[src/rtl/pfw_pkg.sv]
package pfw_pkg;
  // Width of the software-visible flag register
  localparam int REG_W = 8;

  // Strobes from control to datapath
  typedef struct packed {
    logic flagWrite;   // load flag bits from write data this cycle
    logic edgeCapture; // let detected edges set flags this cycle
  } pfw_strobes_t;
endpackage

[src/rtl/pfw_sync.sv]
module pfw_sync #(
  parameter int WIDTH  = 7,
  parameter int STAGES = 2
) (
  input  logic             clk,
  input  logic             rstN,
  input  logic [WIDTH-1:0] asyncIn,
  output logic [WIDTH-1:0] syncOut
);
  logic [WIDTH-1:0] stageReg [STAGES];

  always_ff @(posedge clk or negedge rstN) begin
    if (!rstN) begin
      for (int s = 0; s < STAGES; s++) stageReg[s] <= '0;
    end else begin
      stageReg[0] <= asyncIn;
      for (int s = 1; s < STAGES; s++) stageReg[s] <= stageReg[s-1];
    end
  end

  assign syncOut = stageReg[STAGES-1];
endmodule

[src/rtl/pfw_datapath.sv]
module pfw_datapath
  import pfw_pkg::*;
#(
  parameter int NUM_PINS    = 7,
  parameter int SYNC_STAGES = 2
) (
  input  logic                clk,
  input  logic                rstN,
  input  logic [NUM_PINS-1:0] pinIn,
  input  logic [NUM_PINS-1:0] dirOut,
  input  logic [REG_W-1:0]    wrData,
  input  pfw_strobes_t        strobes,
  output logic [NUM_PINS-1:0] edgeVec,
  output logic [NUM_PINS-1:0] flags
);
  logic [NUM_PINS-1:0] syncLvl;
  logic [NUM_PINS-1:0] prevLvl;
  logic [NUM_PINS-1:0] flagsNext;
  logic [NUM_PINS-1:0] wrBits;

  pfw_sync #(.WIDTH(NUM_PINS), .STAGES(SYNC_STAGES)) uSync (
    .clk    (clk),
    .rstN   (rstN),
    .asyncIn(pinIn),
    .syncOut(syncLvl)
  );

  always_ff @(posedge clk or negedge rstN) begin
    if (!rstN) prevLvl <= '0;
    else       prevLvl <= syncLvl;
  end

  // Falling edge per pin, only for pins in input mode
  for (genvar p = 0; p < NUM_PINS; p++) begin : gEdge
    assign edgeVec[p] = prevLvl[p] & ~syncLvl[p] & ~dirOut[p];
  end

  assign wrBits = wrData[NUM_PINS-1:0];

  // Hardware set is ORed after the software load, so it wins a collision
  always_comb begin
    flagsNext = strobes.flagWrite ? wrBits : flags;
    if (strobes.edgeCapture) flagsNext = flagsNext | edgeVec;
  end

  always_ff @(posedge clk or negedge rstN) begin
    if (!rstN) flags <= '0;
    else       flags <= flagsNext;
  end


  edge_sets_flag_chk: assert property (@(posedge clk) disable iff (!rstN)
    (|edgeVec) |=> ((flags & $past(edgeVec)) == $past(edgeVec)));


  flags_hold_chk: assert property (@(posedge clk) disable iff (!rstN)
    (!strobes.flagWrite && edgeVec == '0) |=> $stable(flags));


  out_pin_quiet_chk: assert property (@(posedge clk) disable iff (!rstN)
    ((edgeVec & dirOut) == '0));
endmodule

[src/rtl/pfw_control.sv]
module pfw_control
  import pfw_pkg::*;
#(
  parameter int NUM_PINS = 7
) (
  input  logic                clk,
  input  logic                rstN,
  input  logic                regWrEn,
  input  logic                irqEnable,
  input  logic                sleepActive,
  input  logic [NUM_PINS-1:0] edgeVec,
  input  logic [NUM_PINS-1:0] flags,
  output pfw_strobes_t        strobes,
  output logic                irqReq,
  output logic                wakeReq
);
  logic anyEdge;
  logic wakeReg;

  assign anyEdge = |edgeVec;

  always_comb begin
    strobes.flagWrite   = regWrEn;
    strobes.edgeCapture = 1'b1;
  end

  always_ff @(posedge clk or negedge rstN) begin
    if (!rstN) wakeReg <= 1'b0;
    else       wakeReg <= sleepActive & anyEdge;
  end

  assign wakeReq = wakeReg;
  assign irqReq  = irqEnable & (|flags);


  wake_on_edge_chk: assert property (@(posedge clk) disable iff (!rstN)
    (sleepActive && anyEdge) |=> wakeReq);


  wake_needs_sleep_chk: assert property (@(posedge clk) disable iff (!rstN)
    wakeReq |-> $past(sleepActive));


  irq_off_chk: assert property (@(posedge clk) disable iff (!rstN)
    !irqEnable |-> !irqReq);
endmodule

[src/rtl/pin_fall_wake.sv]
module pin_fall_wake
  import pfw_pkg::*;
#(
  parameter int NUM_PINS    = 7,
  parameter int SYNC_STAGES = 2
) (
  input  logic                clk,
  input  logic                rstN,
  input  logic [NUM_PINS-1:0] pinIn,
  input  logic [NUM_PINS-1:0] dirOut,
  input  logic                irqEnable,
  input  logic                sleepActive,
  input  logic                regWrEn,
  input  logic [REG_W-1:0]    regWrData,
  output logic [REG_W-1:0]    regRdData,
  output logic                irqReq,
  output logic                wakeReq
);
  pfw_strobes_t        strobes;
  logic [NUM_PINS-1:0] edgeVec;
  logic [NUM_PINS-1:0] flags;

  pfw_datapath #(.NUM_PINS(NUM_PINS), .SYNC_STAGES(SYNC_STAGES)) uDp (
    .clk    (clk),
    .rstN   (rstN),
    .pinIn  (pinIn),
    .dirOut (dirOut),
    .wrData (regWrData),
    .strobes(strobes),
    .edgeVec(edgeVec),
    .flags  (flags)
  );

  pfw_control #(.NUM_PINS(NUM_PINS)) uCtl (
    .clk        (clk),
    .rstN       (rstN),
    .regWrEn    (regWrEn),
    .irqEnable  (irqEnable),
    .sleepActive(sleepActive),
    .edgeVec    (edgeVec),
    .flags      (flags),
    .strobes    (strobes),
    .irqReq     (irqReq),
    .wakeReq    (wakeReq)
  );

  // Unused upper bits read as zero
  assign regRdData = REG_W'(flags);


  top_bit_zero_chk: assert property (@(posedge clk) disable iff (!rstN)
    regWrEn |=> (regRdData[REG_W-1] == 1'b0));
endmodule

[config.mk]
export PLATFORM = sky130hd
export DESIGN_NAME = pin_fall_wake
export DESIGN_NICKNAME = d
export VERILOG_FILES = /design/src/rtl/pfw_pkg.sv /design/src/rtl/pfw_sync.sv /design/src/rtl/pfw_datapath.sv /design/src/rtl/pfw_control.sv /design/src/rtl/pin_fall_wake.sv
export SDC_FILE = /design/constraint.sdc
export NUM_CORES = 1
export LEC_CHECK = 0
export ABC_AREA = 0
export ABC_CLOCK_PERIOD_IN_PS = 1100
export BUFFER_PORTS_ARGS = -buffer_cell sky130_fd_sc_hd__buf_2
export CAP_MARGIN = 20
export CORE_MARGIN = 10
export CORE_UTILIZATION = 25
export DETAILED_ROUTE_END_ITERATION = 6
export GPL_ROUTABILITY_DRIVEN = 0
export PLACE_DENSITY = 0.47
export SYNTH_ARGS = -nofsm -noshare
export SYNTH_HDL_FRONTEND = slang
export SYNTH_SLANG_ARGS = --single-unit
export TNS_END_PERCENT = 20
[constraint.sdc]
create_clock -name clk -period 1.1 [get_ports clk]
set_input_delay 0.275 -clock clk [delete_from_list [all_inputs] [get_ports clk]]
set_output_delay 0.275 -clock clk [all_outputs]
set_load 0.03 [all_outputs]
### Word-level counts from Yosys, hierarchy flattened

Cells that the tools add are included.

* bitwise logic cells: 31
* muxes and demuxes: 1
* reductions and logical operators: 2

Operators by type and width (count)
* 1-bit AND: 16
* 1-bit inverter: 14
* 7-bit OR reduction: 2
* 7-bit 2-to-1 mux: 1
* 7-bit OR: 1

* word-level logic and storage cells: 39
* output and inout port bits: 10
* flip-flop bits (word level): 29

### Logic depth before layout (Yosys ltp)

Gate-level depths: netlist (run 1).

* depth in word-level cells: 5
* gate-level depth with buffers: 3
* gate-level depth less buffers: 3

### Cells and area by module

From an unflattened synthesis (run 1), not the netlist that was laid out.

* cells, all modules: 69
* area total of the unflattened synthesis: 1041.0 sq um

Modules (own cells, without submodules)
* pfw_datapath: sequential area each 350.3 sq um, times used 1, cells an instance 36, area an instance 533.0 sq um
* pfw_sync: sequential area each 350.3 sq um, times used 1, cells an instance 21, area an instance 402.9 sq um
* pfw_control: sequential area each 25.0 sq um, times used 1, cells an instance 10, area an instance 93.8 sq um
* pin_fall_wake: sequential area each 0.0 sq um, times used 1, cells an instance 2, area an instance 11.3 sq um

### Worst setup path before layout (run 1)

OpenSTA, ideal clock, no wires.

* path type: reg-to-output
* from: register uDp.flags[3]
* to: output irqReq
* path slack: -0.510 ns
* cell stages (with the launch flop): 3
* required time: 0.825 ns
* arrival: 1.335 ns
* cells stage by stage: dfrtp_1 nor3_1 a21boi_0

* longest elaborated chain between the ends: 2

RTL lines
* start, declared: RTL line pfw_datapath.sv:14 `output logic [NUM_PINS-1:0] flags`
* start signal, assigned: RTL line pfw_datapath.sv:48 `else flags <= flagsNext;`
* 7-bit OR reduction: RTL line pfw_control.sv:33 `assign irqReq = irqEnable & (|flags);`
* 1-bit AND: RTL line pfw_control.sv:33
* end, declared: RTL line pin_fall_wake.sv:16 `output logic irqReq,`

No other way between the ends.

### Worst setup path in the final report (run 1)

* from: register uDp.flags[4]
* to: output irqReq

Same word-level chain as after synthesis.

==> impl_metrics.py, run 1 <==
metrics = {
    "status": {
        "outcome": "finished with violations",
        "violations": "negative setup slack",
    },
    "sta": {
        "final_max_slew_viol_count": 0,
        "finalCriticalPeriod_ns": 1.48,
        "final-hold-violation-count": 0,
        "fin_crit_sh_pct": 135,
        "fin_ws_ns": -0.380,
        "rsz0062_at_grt": "true",
        "fmax_mhz": 676,
        "setup_viol": 8,
        "skew_ns": 0.00383,
    },
    "logic_synthesis": {
        "synth.area.top_cells": "dfrtp_1 (77%), mux2i_1 (3.2%), a211o_1 (2.8%)",
        "ys_seq_area_share_pct": 76.6,
        "yosys_warnings": 0,
        "syn-instance-count": 62,
        "synth_cell_type_count": 16,
        "synth_top_cell_by_area": "dfrtp_1",
        "syn-num-nets": 89,
        "syn_avg_cell_area_um2": 15.3,
        "ys_ff_latch": 29,
        "synth_top_area_share_pct": 76.6,
        "syn-cell-area_um2": 947,
    },
    "setup_path": {
        "r2r_slack_ns": 0.03,
        "worstPathRequired_ns": 0.82,
        "r2r_cells": 3,
        "critical_path.slowest_cell": "dfrtp_2",
        "critPathKind": "flop to output port",
        "path_cells": "nor4_4 > a21boi_2 > buf_6",
        "cp_max_fo": 2,
        "crit_path_max_incr_delay_ns": 0.42,
        "crit_path_start_kind": "flop",
        "end_kind": "output port",
        "cp_top_family": "flip-flops",
        "crit_buf_inv": 1,
        "cp.arrival_ns": 1.20,
        "timing.rr.end": "uCtl.wakeReq$_DFF_PN0_",
        "path_depth": 3,
        "r2r_start": "uDp.prevLvl[1]$_DFF_PN0_",
    },
    "min_path": {
        "hold_depth": 1,
        "hp-class": "primary input to flop",
        "min_to": "uDp.uSync.stageReg[7]$_DFF_PN0_",
        "min-delay-start": "pinIn[0]",
    },
    "grt": {
        "grt_antenna_before_repair": 0,
        "grt_max_degree": 15,
        "first_global_vias": 769,
        "grt_pass1_wl_um": 3420,
        "gr-total-overflow": 0,
        "track_usage_pct": 6.87,
    },
    "placement": {
        "post-place-cells": 154,
        "io_buffers": 34,
        "hpwl_um": 1660,
        "place_area_um2": 1270,
    },
    "pwr": {
        "internal_power_mw": 2.08,
        "power_frac_clock_pct": 41.9,
        "leakagePower_nw": 0.720,
        "pwr-share-comb_pct": 14.1,
        "power_density_nw_per_um2": 1780,
        "switching_share_pct": 22.6,
        "switching_power_mw": 0.608,
        "power.share.sequential_pct": 44.0,
        "ir_drop_v": 0.000973,
    },
    "finish": {
        "final_util_pct": 41.2,
        "drive_above_1_share_pct": 58.6,
        "final_cells": 164,
        "antenna_cells": 0,
        "syn_to_final_growth_pct": 59.2,
        "final_area_um2": 1510,
        "nets": 142,
    },
    "run": {
        "maxCapViolCount": 0,
    },
    "detailed_routing": {
        "wl_um": 2080,
        "wire_per_inst_um": 12.7,
        "drc_errors": 0,
        "vias_per_cell": 4.02,
        "drtPass1Iterations": 4,
        "num_vias": 659,
        "ant_nets": 0,
        "drtIter0Drc": 16,
    },
    "floorplanning": {
        "core-area_um2": 3660,
        "num_io_pins": 37,
        "fp.dieW_um": 81.6,
        "floorplan.initialDensity_pct": 25.9,
        "die-area_um2": 6650,
        "die_h_um": 81.6,
        "placementRows": 22,
    },
    "cts": {
        "htreeDepth": 2,
        "clock_sinks": 29,
        "cts_buffers": 5,
        "root_buffer": "clkbuf_8",
        "tritoncts": "yes",
        "cts_max_path_buffers": 2,
        "clk_pin_slew_worst_paths_ns": 0.06,
        "clock_latency_ns": 0.27,
    },
}
## synthesized netlist by cell type, drive strengths merged
cell type / count
a41oi: 1
nor2: 3
conb: 1
nor2b: 4
a21boi: 1
nor3: 1
a211o: 4
nor4: 2
mux2i: 3
nand2: 6
nor3b: 4
dfrtp: 29
buf: 2
inv: 1
## cells in the final DEF (no fill, tap or decap)
cell           instances
inv_1                  1
bufinv_16              1
nor2_1                 3
nor3b_2                4
nor4_2                 1
nand2_1                6
clkinvlp_4             1
mux2i_1                3
clkbuf_8               6
nor4_4                 1
buf_2                 26
a21boi_2               1
dlygate4sd3_1          1
buf_6                 15
dfrtp_1               24
a211o_2                1
nor2b_1                4
a211o_1                3
dfrtp_2                5
nor3_1                 1
buf_4                  6
a41oi_1                1
conb_1                 1
## logic make-up (layout without fill, tap and decap cells)
kind of cell	after synthesis	after routing	share of synthesized area, %
and+or+nand+nor	20	20	12.3
DFF	29	29	76.6
AOI/OAI and AO/OA	6	6	5.55
buffers and inverters	3	57	1.98
other	1	1	0.396
muxes	3	3	3.17
## final cells by class
class	count	area [µm²]
multi-input cells	30	238
repair buffers	48	354
flip-flops and latches	29	732
inverters	1	3.75
well taps	48	60.1
fillers	371	2150
clock buffers	6	82.6
clock inverters	2	37.5
## metal layers
layer  track usage (%)  wire length, µm
met5                 0                0
met4              2.08               16
met3              4.15              184
met2              10.9              991
met1              7.56              885
## sequential cells by signal, summed over array words and instances (netlist names)
name                cells
uDp.flags               7
uDp.uSync.syncOut       7
uDp.uSync.stageReg      7
uDp.prevLvl             7
uCtl.wakeReq            1
## repair_timing
action,4_1_cts,5_1_grt
hold endpoints to repair,12,0
buffers inserted,0,1
setup endpoints to repair,9,11
hold buffers,1,0
pin swaps,2,0
resized for setup,23,4
## through the flow
step / power [mW] / setup WS [ns] / setup TNS, ns / hold slack, ns
floorplan: 1.33 / -0.112 / -0.112 / -0.0206
global route: 2.82 / -0.438 / -1.61 / 0.0889
global placement: 1.49 / -0.132 / -0.174 / 0.179
CTS: 2.71 / -0.399 / -1.29 / 0.0935
finish: 2.68 / -0.380 / -1.25 / 0.104
detailed placement: 1.50 / -0.147 / -0.159 / 0.186
## how the worst max path moves through the flow
stage | startpoint | to | slack [ns]
floorplan | uDp.flags[0]$_DFF_PN0_ | irqReq | -0.11
detailed placement | uDp.flags[0]$_DFF_PN0_ | irqReq | -0.15
global route | uDp.flags[4]$_DFF_PN0_ | irqReq | -0.44
finish | uDp.flags[4]$_DFF_PN0_ | irqReq | -0.38
CTS | uDp.flags[4]$_DFF_PN0_ | irqReq | -0.40
global placement | uDp.flags[0]$_DFF_PN0_ | irqReq | -0.13
## power groups by stage
stage	Clock, mW	Combinational [mW]	Sequential, mW
6_report	1.13	0.378	1.18
5_1_grt	1.22	0.411	1.19
4_1_cts	1.16	0.371	1.18
3_5_place_dp	0	0.308	1.19
3_3_place_gp	0	0.305	1.19
2_1_floorplan	0	0.0766	1.26
Note: power is estimated with default switching activity, not from simulation.
==> run 2: changes to the inputs <==
--- a/config.mk
+++ b/config.mk
@@ -14,6 +14,7 @@
 export DETAILED_ROUTE_END_ITERATION = 6
 export GPL_ROUTABILITY_DRIVEN = 0
 export PLACE_DENSITY = 0.47
+export SETUP_SLACK_MARGIN = 0.4
 export SYNTH_ARGS = -nofsm -noshare
 export SYNTH_HDL_FRONTEND = slang
 export SYNTH_SLANG_ARGS = --single-unit
==> impl_metrics.py, run 2 (synthesized netlist as in run 1, its figures left out) <==
metrics = {
    "finish": {
        "final_util_pct": 42.0,
        "drive_above_1_share_pct": 58.6,
        "final-seq-area_um2": 733,
        "multiInputGateArea_um2": 246,
        "nets": 142,
        "final_cell_mix": "buf_2 (25), dfrtp_1 (23), buf_6 (17)",
        "final_common_cell": "buf_2",
        "num-fill-cells": 359,
        "syn_to_final_growth_pct": 62.5,
        "antenna_cells": 0,
    },
    "cts": {
        "clock_latency_ns": 0.27,
        "htreeDepth": 2,
        "root_buffer": "clkbuf_8",
        "clock_sinks": 29,
        "clk_pin_slew_worst_paths_ns": 0.06,
        "cts_max_path_buffers": 2,
        "cts_buffers": 5,
        "tritoncts": "yes",
    },
    "sta": {
        "fin_ws_ns": -0.366,
        "fmax_mhz": 682,
        "fin_crit_sh_pct": 133,
        "skew_ns": 0.00466,
        "final_max_slew_viol_count": 0,
        "finalCriticalPeriod_ns": 1.47,
        "final-hold-violation-count": 0,
        "rsz0062_at_grt": "true",
        "hold_slack_ns": 0.112,
        "tns_ns": -1.46,
        "setup_viol": 10,
    },
    "setup_path": {
        "path_cells": "nor4_4 > a21boi_2 > buf_6",
        "crit_path_max_incr_delay_ns": 0.43,
        "end_kind": "output port",
        "cp.arrival_ns": 1.19,
        "cp_top_family": "flip-flops",
        "worstPathRequired_ns": 0.82,
        "r2r_start": "uDp.flags[5]$_DFF_PN0_",
        "crit_start": "uDp.flags[5]$_DFF_PN0_",
        "crit_buf_inv": 1,
        "cp_max_fo": 2,
        "crit_path_start_kind": "flop",
        "critical_path.slowest_cell": "dfrtp_2",
        "critPathKind": "flop to output port",
    },
    "detailed_routing": {
        "wire_per_inst_um": 13.0,
        "vias_per_cell": 3.85,
        "num_vias": 632,
        "drtPass1Iterations": 2,
        "ant_nets": 0,
        "drtIter0Drc": 24,
        "wl_met3_um": 173,
        "wl_um": 2130,
        "wl_met2_um": 1070,
        "wl_met1_um": 865,
        "top_layer_used": "met4",
        "drc_errors": 0,
    },
    "floorplanning": {
        "core-area_um2": 3660,
        "fp.dieW_um": 81.6,
        "num_io_pins": 37,
        "die_h_um": 81.6,
        "floorplan.initialDensity_pct": 25.9,
        "placementRows": 22,
        "die-area_um2": 6650,
    },
    "grt": {
        "first_global_vias": 731,
        "track_usage_pct": 7.50,
        "grt_antenna_before_repair": 0,
        "grt_max_degree": 30,
        "gr-total-overflow": 0,
        "grt_pass1_wl_um": 3590,
    },
    "run": {
        "maxCapViolCount": 0,
    },
    "pwr": {
        "ir_drop_v": 0.000873,
        "leakagePower_nw": 0.743,
        "power_density_nw_per_um2": 1750,
    },
    "placement": {
        "io_buffers": 34,
        "hpwl_um": 1590,
    },
    "min_path": {
        "min-delay-start": "pinIn[3]",
        "hp-class": "primary input to flop",
    },
    "status": {
        "outcome": "finished with violations",
        "violations": "negative setup slack",
    },
}
[run 2: where the power goes]
part / total (mW) / internal (mW) / switching, mW
clock: 1.10 / 0.737 / 0.363
sequential: 1.18 / 1.14 / 0.0427
combinational: 0.403 / 0.221 / 0.182
total: 2.69 / 2.10 / 0.587
[run 2: path summary, 6_finish.rpt]
path | end | cells after the start | slack [ns]
max | irqReq | 3 | -0.37
min reg2reg | uDp.uSync.syncOut[1]$_DFF_PN0_ | 0 | 0.35
min in group asynchronous | uDp.prevLvl[1]$_DFF_PN0_ | 3 | 0.12
max reg2reg | uDp.flags[5]$_DFF_PN0_ | 5 | -0.09
min | uDp.uSync.stageReg[10]$_DFF_PN0_ | 1 | 0.11
max in group asynchronous | uDp.flags[2]$_DFF_PN0_ | 3 | 0.80
[run 2: area by class of cell]
type | count | share of cell area, %
flip-flops and latches | 29 | 47.6
multi-input cells | 30 | 16.0
inverters | 1 | 0.244
clock inverters | 1 | 1.95
repair buffers | 48 | 24.6
clock buffers | 7 | 5.61
well taps | 48 | 3.90
[run 2: per-stage QoR]
step	setup slack, ns	instance area [µm²]	cells	power, mW
floorplan	-0.112	965	62	1.33
global placement	-0.134	1270	152	1.49
detailed placement	-0.149	1270	152	1.50
CTS	-0.400	1500	161	2.72
global route	-0.436	1540	164	2.85
finish	-0.366	1540	164	2.69
[run 2: per-layer routing]
metal | global-route usage, % | vias to the layer above
met2 | 11.5 | 20
met1 | 8.01 | 297
met3 | 4.69 | 2
met5 | 0 | -
li1 | - | 313
met4 | 3.63 | 0
[run 2: what timing repair did]
item / in CTS / in global routing
pin swaps: 8 / 6
setup buffers: 0 / 3
hold endpoints to repair: 29 / 0
setup endpoints to repair: 17 / 20
resized for setup: 28 / 4
hold buffers: 1 / 0
[run 2: worst reg2reg max path, delay by kind of cell (launching register included)]
kind            cells  cell delay [ns]
simple gates        1             0.11
flops               1             0.43
compound gates      1             0.22
buf+inv             3             0.32
